==> src/rtl/rrc_pkg.sv <==
package rrc_pkg;
  localparam int PORT_N = 7;
  typedef logic [PORT_N-1:0] port_oh_t;
  localparam port_oh_t OH_LOCAL = 7'b0000001;
  localparam port_oh_t OH_EAST  = 7'b0000010;
  localparam port_oh_t OH_WEST  = 7'b0000100;
  localparam port_oh_t OH_NORTH = 7'b0001000;
  localparam port_oh_t OH_SOUTH = 7'b0010000;
  localparam port_oh_t OH_UP    = 7'b0100000;
  localparam port_oh_t OH_DOWN  = 7'b1000000;
endpackage

==> src/rtl/rrc_rst_sync.sv <==
module rrc_rst_sync (
  input  logic clk,
  input  logic rst_n,
  output logic rst_n_s
);
  logic [1:0] sync_q;

  always_ff @(posedge clk or negedge rst_n) begin
    if (!rst_n) sync_q <= 2'b00;
    else        sync_q <= {sync_q[0], 1'b1};
  end

  assign rst_n_s = sync_q[1];
endmodule

==> src/rtl/rrc_slot_cmp.sv <==
module rrc_slot_cmp
  import rrc_pkg::*;
#(
  parameter int XY_W = 2,
  parameter int Z_W  = 2
) (
  input  logic [XY_W-1:0] cur_x,
  input  logic [XY_W-1:0] cur_y,
  input  logic [Z_W-1:0]  cur_z,
  input  logic [XY_W-1:0] dst_x,
  input  logic [XY_W-1:0] dst_y,
  input  logic [Z_W-1:0]  dst_z,
  output port_oh_t        fixed_port,
  output logic            tie,
  output port_oh_t        x_port,
  output port_oh_t        y_port
);
  logic x_go, y_go;

  always_comb begin
    x_go   = (cur_x != dst_x);
    y_go   = (cur_y != dst_y);
    x_port = (cur_x > dst_x) ? OH_WEST  : OH_EAST;
    y_port = (cur_y > dst_y) ? OH_SOUTH : OH_NORTH;
    tie        = 1'b0;
    fixed_port = '0;
    if (cur_z > dst_z)      fixed_port = OH_DOWN;
    else if (cur_z < dst_z) fixed_port = OH_UP;
    else if (x_go && y_go)  tie        = 1'b1;
    else if (x_go)          fixed_port = x_port;
    else if (y_go)          fixed_port = y_port;
    else                    fixed_port = OH_LOCAL;
  end
endmodule

==> src/rtl/rrc_tie_chain.sv <==
module rrc_tie_chain
  import rrc_pkg::*;
#(
  parameter int NUM_DST = 4
) (
  input  logic [NUM_DST-1:0]           active,
  input  logic [NUM_DST-1:0]           tie,
  input  logic [NUM_DST-1:0][PORT_N-1:0] fixed_port,
  input  logic [NUM_DST-1:0][PORT_N-1:0] x_port,
  input  logic [NUM_DST-1:0][PORT_N-1:0] y_port,
  input  logic                         flag_in,
  output logic [NUM_DST-1:0][PORT_N-1:0] sel_port,
  output logic                         flag_out
);
  always_comb begin
    logic run;
    run = flag_in;
    for (int i = 0; i < NUM_DST; i++) begin
      sel_port[i] = '0;
      if (active[i]) begin
        if (tie[i]) begin
          sel_port[i] = run ? y_port[i] : x_port[i];
          run = ~run;
        end else begin
          sel_port[i] = fixed_port[i];
        end
      end
    end
    flag_out = run;
  end
endmodule

==> src/rtl/rot_route_calc.sv <==
module rot_route_calc
  import rrc_pkg::*;
#(
  parameter int NUM_DST = 4,
  parameter int XY_W    = 2,
  parameter int LAYERS  = 4,
  localparam int Z_W    = (LAYERS > 1) ? $clog2(LAYERS) : 1
) (
  input  logic                            clk,
  input  logic                            rst_n,
  input  logic                            req_valid,
  input  logic [NUM_DST-1:0]              req_mask,
  input  logic [XY_W-1:0]                 cur_x,
  input  logic [XY_W-1:0]                 cur_y,
  input  logic [Z_W-1:0]                  cur_z,
  input  logic [NUM_DST-1:0][XY_W-1:0]    dst_x,
  input  logic [NUM_DST-1:0][XY_W-1:0]    dst_y,
  input  logic [NUM_DST-1:0][Z_W-1:0]     dst_z,
  output logic                            rsp_valid,
  output logic [NUM_DST-1:0][PORT_N-1:0]  rsp_port
);
  logic rst_n_s;
  logic [NUM_DST-1:0]             tie_v;
  logic [NUM_DST-1:0][PORT_N-1:0] fixed_v, xp_v, yp_v, sel_v;
  logic [NUM_DST-1:0][PORT_N-1:0] port_d;
  logic flag_q, flag_d, flag_en, valid_d;

  rrc_rst_sync u_rst (.clk(clk), .rst_n(rst_n), .rst_n_s(rst_n_s));

  for (genvar g = 0; g < NUM_DST; g++) begin : g_slot
    rrc_slot_cmp #(.XY_W(XY_W), .Z_W(Z_W)) u_cmp (
      .cur_x(cur_x), .cur_y(cur_y), .cur_z(cur_z),
      .dst_x(dst_x[g]), .dst_y(dst_y[g]), .dst_z(dst_z[g]),
      .fixed_port(fixed_v[g]), .tie(tie_v[g]),
      .x_port(xp_v[g]), .y_port(yp_v[g])
    );
  end

  rrc_tie_chain #(.NUM_DST(NUM_DST)) u_chain (
    .active(req_mask), .tie(tie_v), .fixed_port(fixed_v),
    .x_port(xp_v), .y_port(yp_v), .flag_in(flag_q),
    .sel_port(sel_v), .flag_out(flag_d)
  );

  always_comb begin
    valid_d = req_valid;
    flag_en = req_valid;
    port_d  = req_valid ? sel_v : '0;
  end

  always_ff @(posedge clk or negedge rst_n_s) begin
    if (!rst_n_s) begin
      rsp_valid <= 1'b0;
      rsp_port  <= '0;
      flag_q    <= 1'b0;
    end else begin
      rsp_valid <= valid_d;
      rsp_port  <= port_d;
      if (flag_en) flag_q <= flag_d;
    end
  end
endmodule

==> config.mk <==
export PLATFORM = sky130hd
export DESIGN_NAME = rot_route_calc
export DESIGN_NICKNAME = d
export VERILOG_FILES = /design/src/rtl/rrc_pkg.sv /design/src/rtl/rrc_rst_sync.sv /design/src/rtl/rrc_slot_cmp.sv /design/src/rtl/rrc_tie_chain.sv /design/src/rtl/rot_route_calc.sv
export SDC_FILE = /design/constraint.sdc
export NUM_CORES = 1
export LEC_CHECK = 0
export BUFFER_PORTS_ARGS = -buffer_cell sky130_fd_sc_hd__buf_2
export CAP_MARGIN = 10
export CORE_UTILIZATION = 25
export CTS_CLUSTER_SIZE = 12
export DETAILED_ROUTE_END_ITERATION = 8
export PLACE_DENSITY = 0.57
export SETUP_SLACK_MARGIN = 0.05
export SLEW_MARGIN = 5
export SYNTH_ARGS = -nofsm -noshare
export SYNTH_HDL_FRONTEND = slang
export SYNTH_SLANG_ARGS = --single-unit
==> constraint.sdc <==
create_clock -name clk -period 1.2 [get_ports clk]
set_input_delay 0.18 -clock clk [delete_from_list [all_inputs] [get_ports clk]]
set_output_delay 0.18 -clock clk [all_outputs]
set_load 0.05 [all_outputs]
[After elaboration in Yosys (flattened, before gate mapping)]
Cells that the tools add are included.
Storage, ports and cells
  flip-flop bits (word level): 32
  bits of input ports: 37
  output and inout bits: 29
  logic and storage cells: 100
Cells by class
  magnitude comparators: 16
  equality and inequality tests: 8
  mux-type cells: 61
  bitwise gates (word level): 4
  reduce and logical (&&, ||, !) cells: 4
Operator list (count)
  two-way mux 7 bit: 28
  two-way mux 5 bit: 8
  two-way mux 28 bit: 1
  > comparator 2 bit: 12
  two-way mux 1 bit: 20
  inequality test 2 bit: 8
  two-way mux 3 bit: 4
  less-than comparator 2 bit: 4
  logical AND 1 bit: 4
  NOT 1 bit: 4

[Longest topological paths before layout]
Gate-level depths: netlist of the first run.
  word-level depth: 17
  mapped depth: 7
  mapped depth without buffers: 7

[Hierarchy]
A second synthesis of the first run with hierarchy kept.
Second synthesis, totals
  cells, all modules: 342
  area, all modules: 3145.5 µm²
Modules (own cells, without submodules)
  rrc_slot_cmp: instances 4, cells an instance 44, area an instance 334.1 µm², seq. area each 0.0 µm²
  rot_route_calc: instances 1, cells an instance 62, area an instance 968.4 µm², seq. area each 750.7 µm²
  rrc_tie_chain: instances 1, cells an instance 101, area an instance 787.0 µm², seq. area each 0.0 µm²
  rrc_rst_sync: instances 1, cells an instance 3, area an instance 53.8 µm², seq. area each 50.0 µm²

[Worst setup path before layout of the first run]
OpenSTA, ideal clock, no wires.
  kind: input -> register
  start: input cur_x[0]
  end: register flag_q
  setup time: 0.079 ns
  arrival: 1.802 ns
  required time: 1.121 ns
  path slack: -0.681 ns
  stages on the path: 7
  path buffers: 0
  path through: inv_1 ha_1 a22oi_2 o2111ai_4 xnor2_4 xor3_1 mux2i_1
Between the ends
  word-level cells in the longest chain between the ends: 16
  elaborated cells between the ends (all ways): 31
  classes of those cells: eq/ne: 4; mux: 20; bitwise: 3; reduce/logical: 4
Ends and longest elaborated chain
  start, declared: line rot_route_calc.sv:13  | input logic [XY_W-1:0] cur_x,
  inequality test 2 bit: line rrc_slot_cmp.sv:21  | x_go = (cur_x != dst_x);
  logical AND 1 bit: line rrc_slot_cmp.sv:29  | else if (x_go && y_go) tie = 1'b1;
  two-way mux 1 bit: line rrc_slot_cmp.sv:29
  two-way mux 1 bit: line rrc_slot_cmp.sv:28  | else if (cur_z < dst_z) fixed_port = OH_UP;
  two-way mux 1 bit: line rrc_slot_cmp.sv:27  | if (cur_z > dst_z) fixed_port = OH_DOWN;
  two-way mux 1 bit: line rrc_tie_chain.sv:21  | if (tie[i]) begin
  two-way mux 1 bit: line rrc_tie_chain.sv:20  | if (active[i]) begin
  NOT 1 bit: line rrc_tie_chain.sv:23  | run = ~run;
  two-way mux 1 bit: line rrc_tie_chain.sv:21
  two-way mux 1 bit: line rrc_tie_chain.sv:20
  NOT 1 bit: line rrc_tie_chain.sv:23
  two-way mux 1 bit: line rrc_tie_chain.sv:21
  two-way mux 1 bit: line rrc_tie_chain.sv:20
  NOT 1 bit: line rrc_tie_chain.sv:23
  two-way mux 1 bit: line rrc_tie_chain.sv:21
  two-way mux 1 bit *: line rrc_tie_chain.sv:20
  end signal, assigned: line rot_route_calc.sv:59  | if (flag_en) flag_q <= flag_d;
  end, declared: line rot_route_calc.sv:26  | logic flag_q, flag_d, flag_en, valid_d;
Every way passes the cells marked *; elsewhere a longest branch is shown, timed or not.
A chain may end at the register's enable or synchronous reset.

==> metrics.txt, run 1 <==
via/cell ratio=4.36; die height=89.6 um; wire per inst=13.2 um; Avg Cell Area, Syn=10.3 sq um; RSZ-0062 raised after global routing=true; FP Rows=31; GRT Max-Usage Layer=met2; GPL Wtd Cong=0.781; library cells used by synthesis=39; # setup viols final=14; DR vias=1841; initial core utilization=26.2%; Ys Warns=0; clk sink count=32; IO buf count=65; GR Util met1=16.6%; Startpoint Class=input port; H-tree levels=2; Crit Path Class=input port to flip-flop; met2 GRT Util=24.0%; layout cells sized above 1=59.4%; Cell Area, Synth=0.00192 sq mm; DRC=0; GRT met3 Usage=3.38%; drt pass-1 iters=4; Antenna diodes=0; final hold violations=0; syn nets=248; die area=0.00803 sq mm; 1st-iter DRT viols=30; Final WS setup=-0.542 ns; commonest cells after routing, fill and taps aside=59 x buf_2, 56 x buf_4, 32 x dfrtp_1, 17 x inv_1, 17 x nand2_1; initial antenna violation count=0; Non-Filler Instances=422; global-route wire length before repair=8.00 mm; max-cap viol count=0; sequential area share after synthesis=41.7%; Syn Inst Count=187; Crit path arrival time=1.92 ns; Worst-Skew Late Latency=0.29 ns; most common cell after layout, fill and taps aside=buf_2; HPWL Detailed=4.18 mm; r2r worst-path depth=4; Seq cells post-synth=32; final instance area=0.00337 sq mm; Layout fillers=723; Lkg Pwr=1.68 nW; placed cell count=407; die width=89.6 um; Area Overhead vs Synth=75.8%; Worst Hold Class=input port to asynchronous set/reset pin; f_max=574 MHz; Final #Nets=383; Reg clk slew, reported paths=0.07 ns; Worst Path Required=1.38 ns; Final min period=1.74 ns; Routed Antenna Nets=0; total global-route track usage=13.9%; failing checks=setup timing; Max IR drop VDD=0.425 mV; total gr overflow=0; CTS tree=yes; status=complete, but fails checks; Root Buffer=clkbuf_8; Fin Clk Skew=0.00793 ns; CTS buffer count=5; final wirelength=5.58 mm; CP endpoint kind=flip-flop; power per cell area=1090 mW/mm^2; CP max FO=5; total core area=0.00733 sq mm; I/O pin total=66; final worst-path cycle share=145%; Cell Area, Placed=0.00291 sq mm; max-slew violations=0; vias in the first global route=1747; CTS max path bufs=2; largest net degree at the start of global routing=31
==> per-stage QoR <==
stage	total power, mW	TNS, ns	setup WS (ns)	hold slack, ns	util [%]
finish	3.68	-5.99	-0.542	0.190	46.0
global route	3.91	-7.27	-0.674	0.183	46.0
CTS	3.50	-6.49	-0.549	0.172	42.9
detailed placement	2.46	-14.37	-1.01	-0.0317	39.8
global placement	2.45	-13.50	-0.878	-0.0347	39.8
floorplan	1.90	-5.98	-0.590	-0.116	-
==> what timing repair did <==
item,4_1_cts,5_1_grt
gates cloned,0,0
pin swaps,15,24
endpoints found under the hold margin,2,0
gates resized for setup,25,40
endpoints found under the setup margin,20,19
hold buffers,1,0
buffers inserted,1,7
==> final cells by class <==
type                            instances  area (sq um)  share of cell area, %
Inverter                               24           115                   3.41
Clock inverter                          2          10.0                  0.297
Multi-Input combinational cell        130          1360                   40.2
Sequential cell                        32           801                   23.7
Tap cell                               99           124                   3.67
Clock buffer                            6          82.6                   2.45
Timing Repair Buffer                  129           885                   26.2
==> flip-flops by register name, indices dropped and copies added, names as in the netlist <==
| register | flops |
|---|---|
| u_rst.sync_q | 2 |
| flag_q | 1 |
| rsp_port | 28 |
| rsp_valid | 1 |
==> cell usage after synthesis <==
| cell type | number | area share [%] |
|---|---|---|
| xor3_1 | 1 | 1.2 |
| xor2_1 | 2 | 0.91 |
| a221o_1 | 1 | 0.52 |
| conb_1 | 1 | 0.20 |
| a211oi_1 | 5 | 2.0 |
| o311ai_0 | 1 | 0.46 |
| and2_1 | 5 | 1.6 |
| a21oi_1 | 9 | 2.3 |
| and3_1 | 4 | 1.3 |
| inv_2 | 1 | 0.20 |
| mux2i_1 | 1 | 0.52 |
| ha_1 | 24 | 16 |
| o21ai_1 | 2 | 0.52 |
| a22oi_1 | 1 | 0.39 |
| nand2_1 | 20 | 3.9 |
| a31oi_1 | 1 | 0.33 |
| xnor2_4 | 1 | 1.4 |
| or3_1 | 1 | 0.33 |
| inv_1 | 23 | 4.5 |
| o21ai_0 | 6 | 1.6 |
| buf_2 | 1 | 0.26 |
| a2111oi_2 | 1 | 0.78 |
| or4_1 | 1 | 0.39 |
| a22oi_2 | 1 | 0.65 |
| o21bai_1 | 2 | 0.78 |
| nor2b_1 | 10 | 3.3 |
| nor3b_1 | 1 | 0.39 |
| a2111oi_0 | 2 | 0.91 |
| nor2_1 | 7 | 1.4 |
| xnor2_2 | 1 | 0.85 |
| xnor2_1 | 2 | 0.91 |
| nor4_1 | 1 | 0.33 |
| a211o_2 | 1 | 0.52 |
| dfrtp_1 | 32 | 42 |
| nor3_1 | 6 | 1.6 |
| a21boi_0 | 1 | 0.39 |
| a221oi_1 | 2 | 0.91 |
| o2111ai_1 | 3 | 1.4 |
| o2111ai_4 | 2 | 2.7 |
==> kinds of logic (layout without fill, tap and decap cells) <==
kind of cell	Yosys count	count (layout)	synth area share [%]
other	1	1	0.195
AND/OR/NAND/NOR	56	56	14.5
flip-flops	32	32	41.7
buffers and inverters	25	161	4.95
XOR/XNOR	7	7	5.35
AO/OA/AOI/OAI	41	41	17.1
adder cells (fa/ha/maj)	24	24	15.6
multiplexers	1	1	0.522
==> path summary, 6_finish.rpt <==
path | end | slack, ns | from
min in group clk | rsp_port[19]$_DFF_PN0_ | 0.19 | req_mask[2]
max in group asynchronous | rsp_port[21]$_DFF_PN0_ | 0.66 | u_rst.sync_q[1]$_DFF_PN0_
max | rsp_port[15]$_DFF_PN0_ | -0.54 | cur_x[0]
min | u_rst.sync_q[0]$_DFF_PN0_ | 0.19 | rst_n
max reg2reg | rsp_port[15]$_DFF_PN0_ | -0.15 | flag_q$_DFFE_PN0P_
min reg2reg | rsp_port[19]$_DFF_PN0_ | 0.26 | u_rst.sync_q[1]$_DFF_PN0_
==> routing by layer <==
metal / up-vias / part of all wire, %
li1: 927 / -
met1: 862 / 41
met2: 45 / 53
met3: 7 / 3.8
met4: 0 / 2.0
met5: - / 0
==> where the power goes <==
group	switching, mW	total, mW	internal [mW]
combinational	0.813	1.65	0.841
sequential	0.0262	1.16	1.13
clock	0.412	0.870	0.457
==> critical path: stages <==
cell        delay (ns)
buf_6             0.07
clkinvlp_4        0.15
ha_4              0.26
a22oi_2           0.24
o2111ai_4         0.18
xnor2_4           0.33
xor2_2            0.13
a2111oi_2         0.37
Note: power is estimated with default switching activity, not from simulation.
==> run 2, diff against run 1 <==
--- a/config.mk
+++ b/config.mk
@@ -5,12 +5,12 @@
 export SDC_FILE = /design/constraint.sdc
 export NUM_CORES = 1
 export LEC_CHECK = 0
-export BUFFER_PORTS_ARGS = -buffer_cell sky130_fd_sc_hd__buf_2
 export CAP_MARGIN = 10
 export CORE_UTILIZATION = 25
 export CTS_CLUSTER_SIZE = 12
 export DETAILED_ROUTE_END_ITERATION = 8
-export PLACE_DENSITY = 0.57
+export DONT_BUFFER_PORTS = 1
+export PLACE_DENSITY = 0.49
 export SETUP_SLACK_MARGIN = 0.05
 export SLEW_MARGIN = 5
 export SYNTH_ARGS = -nofsm -noshare
==> run 2 against run 1 <==
The run still ends with setup timing left. Via count is 18% lower. Final cell count is 20% lower. Clock skew is 0.0010 ns higher. First-iteration DRC count is 13% lower. Sequential power is 9% higher. Utilization is 8.9 points lower. Non-clock buffer count is 83 lower.
==> metrics.txt, run 2 (synthesis results as in run 1) <==
f_max=615 MHz (+7.2%); GRT met3 Usage=4.39% (+1.0 points); global-route wire length before repair=7.83 mm (-2.1%); wire per inst=15.0 um (+13%); drt pass-1 iters=4 (unchanged); DR vias=1510 (-18%); Cell Area, Placed=0.00248 sq mm (-15%); Seq pwr share=37.1% (+5.7 points); total gr overflow=0 (unchanged); initial antenna violation count=0 (unchanged); die height=89.6 um (unchanged); final hold violations=0 (unchanged); layout cells sized above 1=37.9% (-22 points); power per cell area=1250 mW/mm^2 (+15%); Max IR drop VDD=0.456 mV (+7.3%); Root Buffer=clkbuf_8; clk sink count=32 (unchanged); largest net degree at the start of global routing=31 (unchanged); max-slew violations=0 (unchanged); switching share of power=31.5% (-2.5 points); RSZ-0062 raised after global routing=true; Final WS setup=-0.425 ns (+0.117 ns); aggregate negative setup slack=-4.27 ns (+1.72 ns); Worst-Skew Late Latency=0.28 ns (about the same); Startpoint Class=input port; Storage cell area=801 sq um (unchanged); final worst-path cycle share=135% (-9.7 points); switching pwr=1.07 mW (-14%); Area Overhead vs Synth=42.0%; Worst Hold Class=input port to flip-flop; combinational power share=33.3% (-12 points); Reg clk slew, reported paths=0.07 ns (about the same); H-tree levels=2 (unchanged); Layout fillers=716 (-0.97%); Fin Clk Skew=0.00896 ns (+0.00103 ns); die width=89.6 um (unchanged); Clk pwr share=29.5% (+5.9 points); I/O pin total=66 (unchanged); commonest cells after routing, fill and taps aside=41 x buf_4, 32 x dfrtp_1, 18 x inv_1, 18 x ha_1, 17 x nand2_1; biggest regs=rsp_port x28, u_rst.sync_q x2; total power=3.41 mW (-7.3%); most common cell after layout, fill and taps aside=buf_4; GPL Wtd Cong=0.748 (-4.3%); Worst Path Required=1.41 ns (+0.03 ns); # setup viols final=13 (-1); CTS max path bufs=2 (unchanged); vias in the first global route=1600 (-8.4%); IO buf count=0 (-100%); total core area=0.00733 sq mm (unchanged); GR Util met1=15.9% (-0.69 points); CTS tree=yes; CP max FO=4 (-1); Lkg Pwr=1.25 nW (-26%); GRT Max-Usage Layer=met2; initial core utilization=26.2% (unchanged); Crit path arrival time=1.83 ns (-0.09 ns); failing checks=setup timing; Final #Nets=300 (-22%); CP endpoint kind=flip-flop; final instance area=0.00273 sq mm (-19%); 1st-iter DRT viols=26 (-13%); area of the multi-input gates=0.00122 sq mm (-10%); die area=0.00803 sq mm (unchanged); total global-route track usage=13.6% (-0.37 points); Crit Path Class=input port to flip-flop; met2 GRT Util=23.9% (-0.069 points); FP Rows=31 (unchanged); DRC=0 (unchanged); CTS buffer count=5 (unchanged); status=complete, but fails checks; Final min period=1.63 ns (-0.117 ns); max-cap viol count=0 (unchanged); Pint=2.34 mW (-3.8%); final wirelength=5.07 mm (-9.1%); largest reg by FF count=rsp_port; Antenna diodes=0 (unchanged); max reg flops=28 (unchanged); via/cell ratio=4.45 (+2.1%); Routed Antenna Nets=0 (unchanged); HPWL Detailed=3.98 mm (-4.7%); hold slack=0.0129 ns (-0.177 ns)
==> run 2: changes by cell type in the layout (fill, tap and decap cells not counted), moves of 5 or more <==
cell	before	now
buf_4	56	41
ha_1	13	18
buf_6	11	2
ha_4	11	6
buf_2	59	0
==> run 2: area by class of cell <==
type,instances,share of cell area (%)
multi-input combinational,130,44.7
tap,99,4.55
inverter,24,4.22
clock buffer,6,2.66
timing repair buffer,46,13.2
sequential,32,29.4
clock inverter,2,1.29
==> run 2: worst max-delay path, cell delays in order <==
cell	delay [ns]
clkinvlp_4	0.13
ha_4	0.28
a22oi_2	0.23
o2111ai_4	0.18
xnor2_4	0.26
buf_4	0.20
xor3_1	0.21
mux2i_1	0.15
==> run 2: path summary, 6_finish.rpt <==
kind	from	end	slack, ns	cells after the start
setup / recovery	cur_y[0]	flag_q$_DFFE_PN0P_	-0.43	8
hold / removal	req_valid	rsp_port[6]$_DFF_PN0_	0.01	2
setup reg to reg	flag_q$_DFFE_PN0P_	flag_q$_DFFE_PN0P_	-0.13	5
hold reg to reg	u_rst.sync_q[1]$_DFF_PN0_	flag_q$_DFFE_PN0P_	0.25	1
max in group asynchronous	u_rst.sync_q[1]$_DFF_PN0_	rsp_port[19]$_DFF_PN0_	0.67	1
min in group asynchronous	rst_n	u_rst.sync_q[1]$_DFF_PN0_	0.13	1
==> run 2: what timing repair did <==
item,in CTS,in global routing
buffers inserted,1,1
hold endpoints to repair,4,1
endpoints found under the setup margin,14,18
gates resized for setup,11,15
hold buffers,2,1
cloned,0,0
pin swaps,5,3
==> run 2: metal layers <==
metal / vias to the layer above / share of wire (%)
met5: - / 0
met4: 0 / 0.45
met3: 2 / 6.2
met2: 39 / 51
met1: 709 / 42
li1: 760 / -
==> run 2: power by group through the flow <==
stage	clock, mW	sequential (mW)	combinational [mW]
after floorplan	0	1.29	0.603
after global placement	0	1.29	0.994
after detailed placement	0	1.28	1.00
after CTS	1.06	1.27	1.05
after global routing	1.12	1.27	1.25
final	1.01	1.27	1.14
==> run 2: stage by stage <==
stage | util, % | cells | setup WS (ns)
3_3_place_gp | 33.8 | 327 | -0.957
6_report | 37.2 | 339 | -0.425
2_1_floorplan | - | 187 | -0.590
3_5_place_dp | 33.8 | 327 | -1.00
5_1_grt | 37.2 | 339 | -0.525
4_1_cts | 36.0 | 338 | -0.453
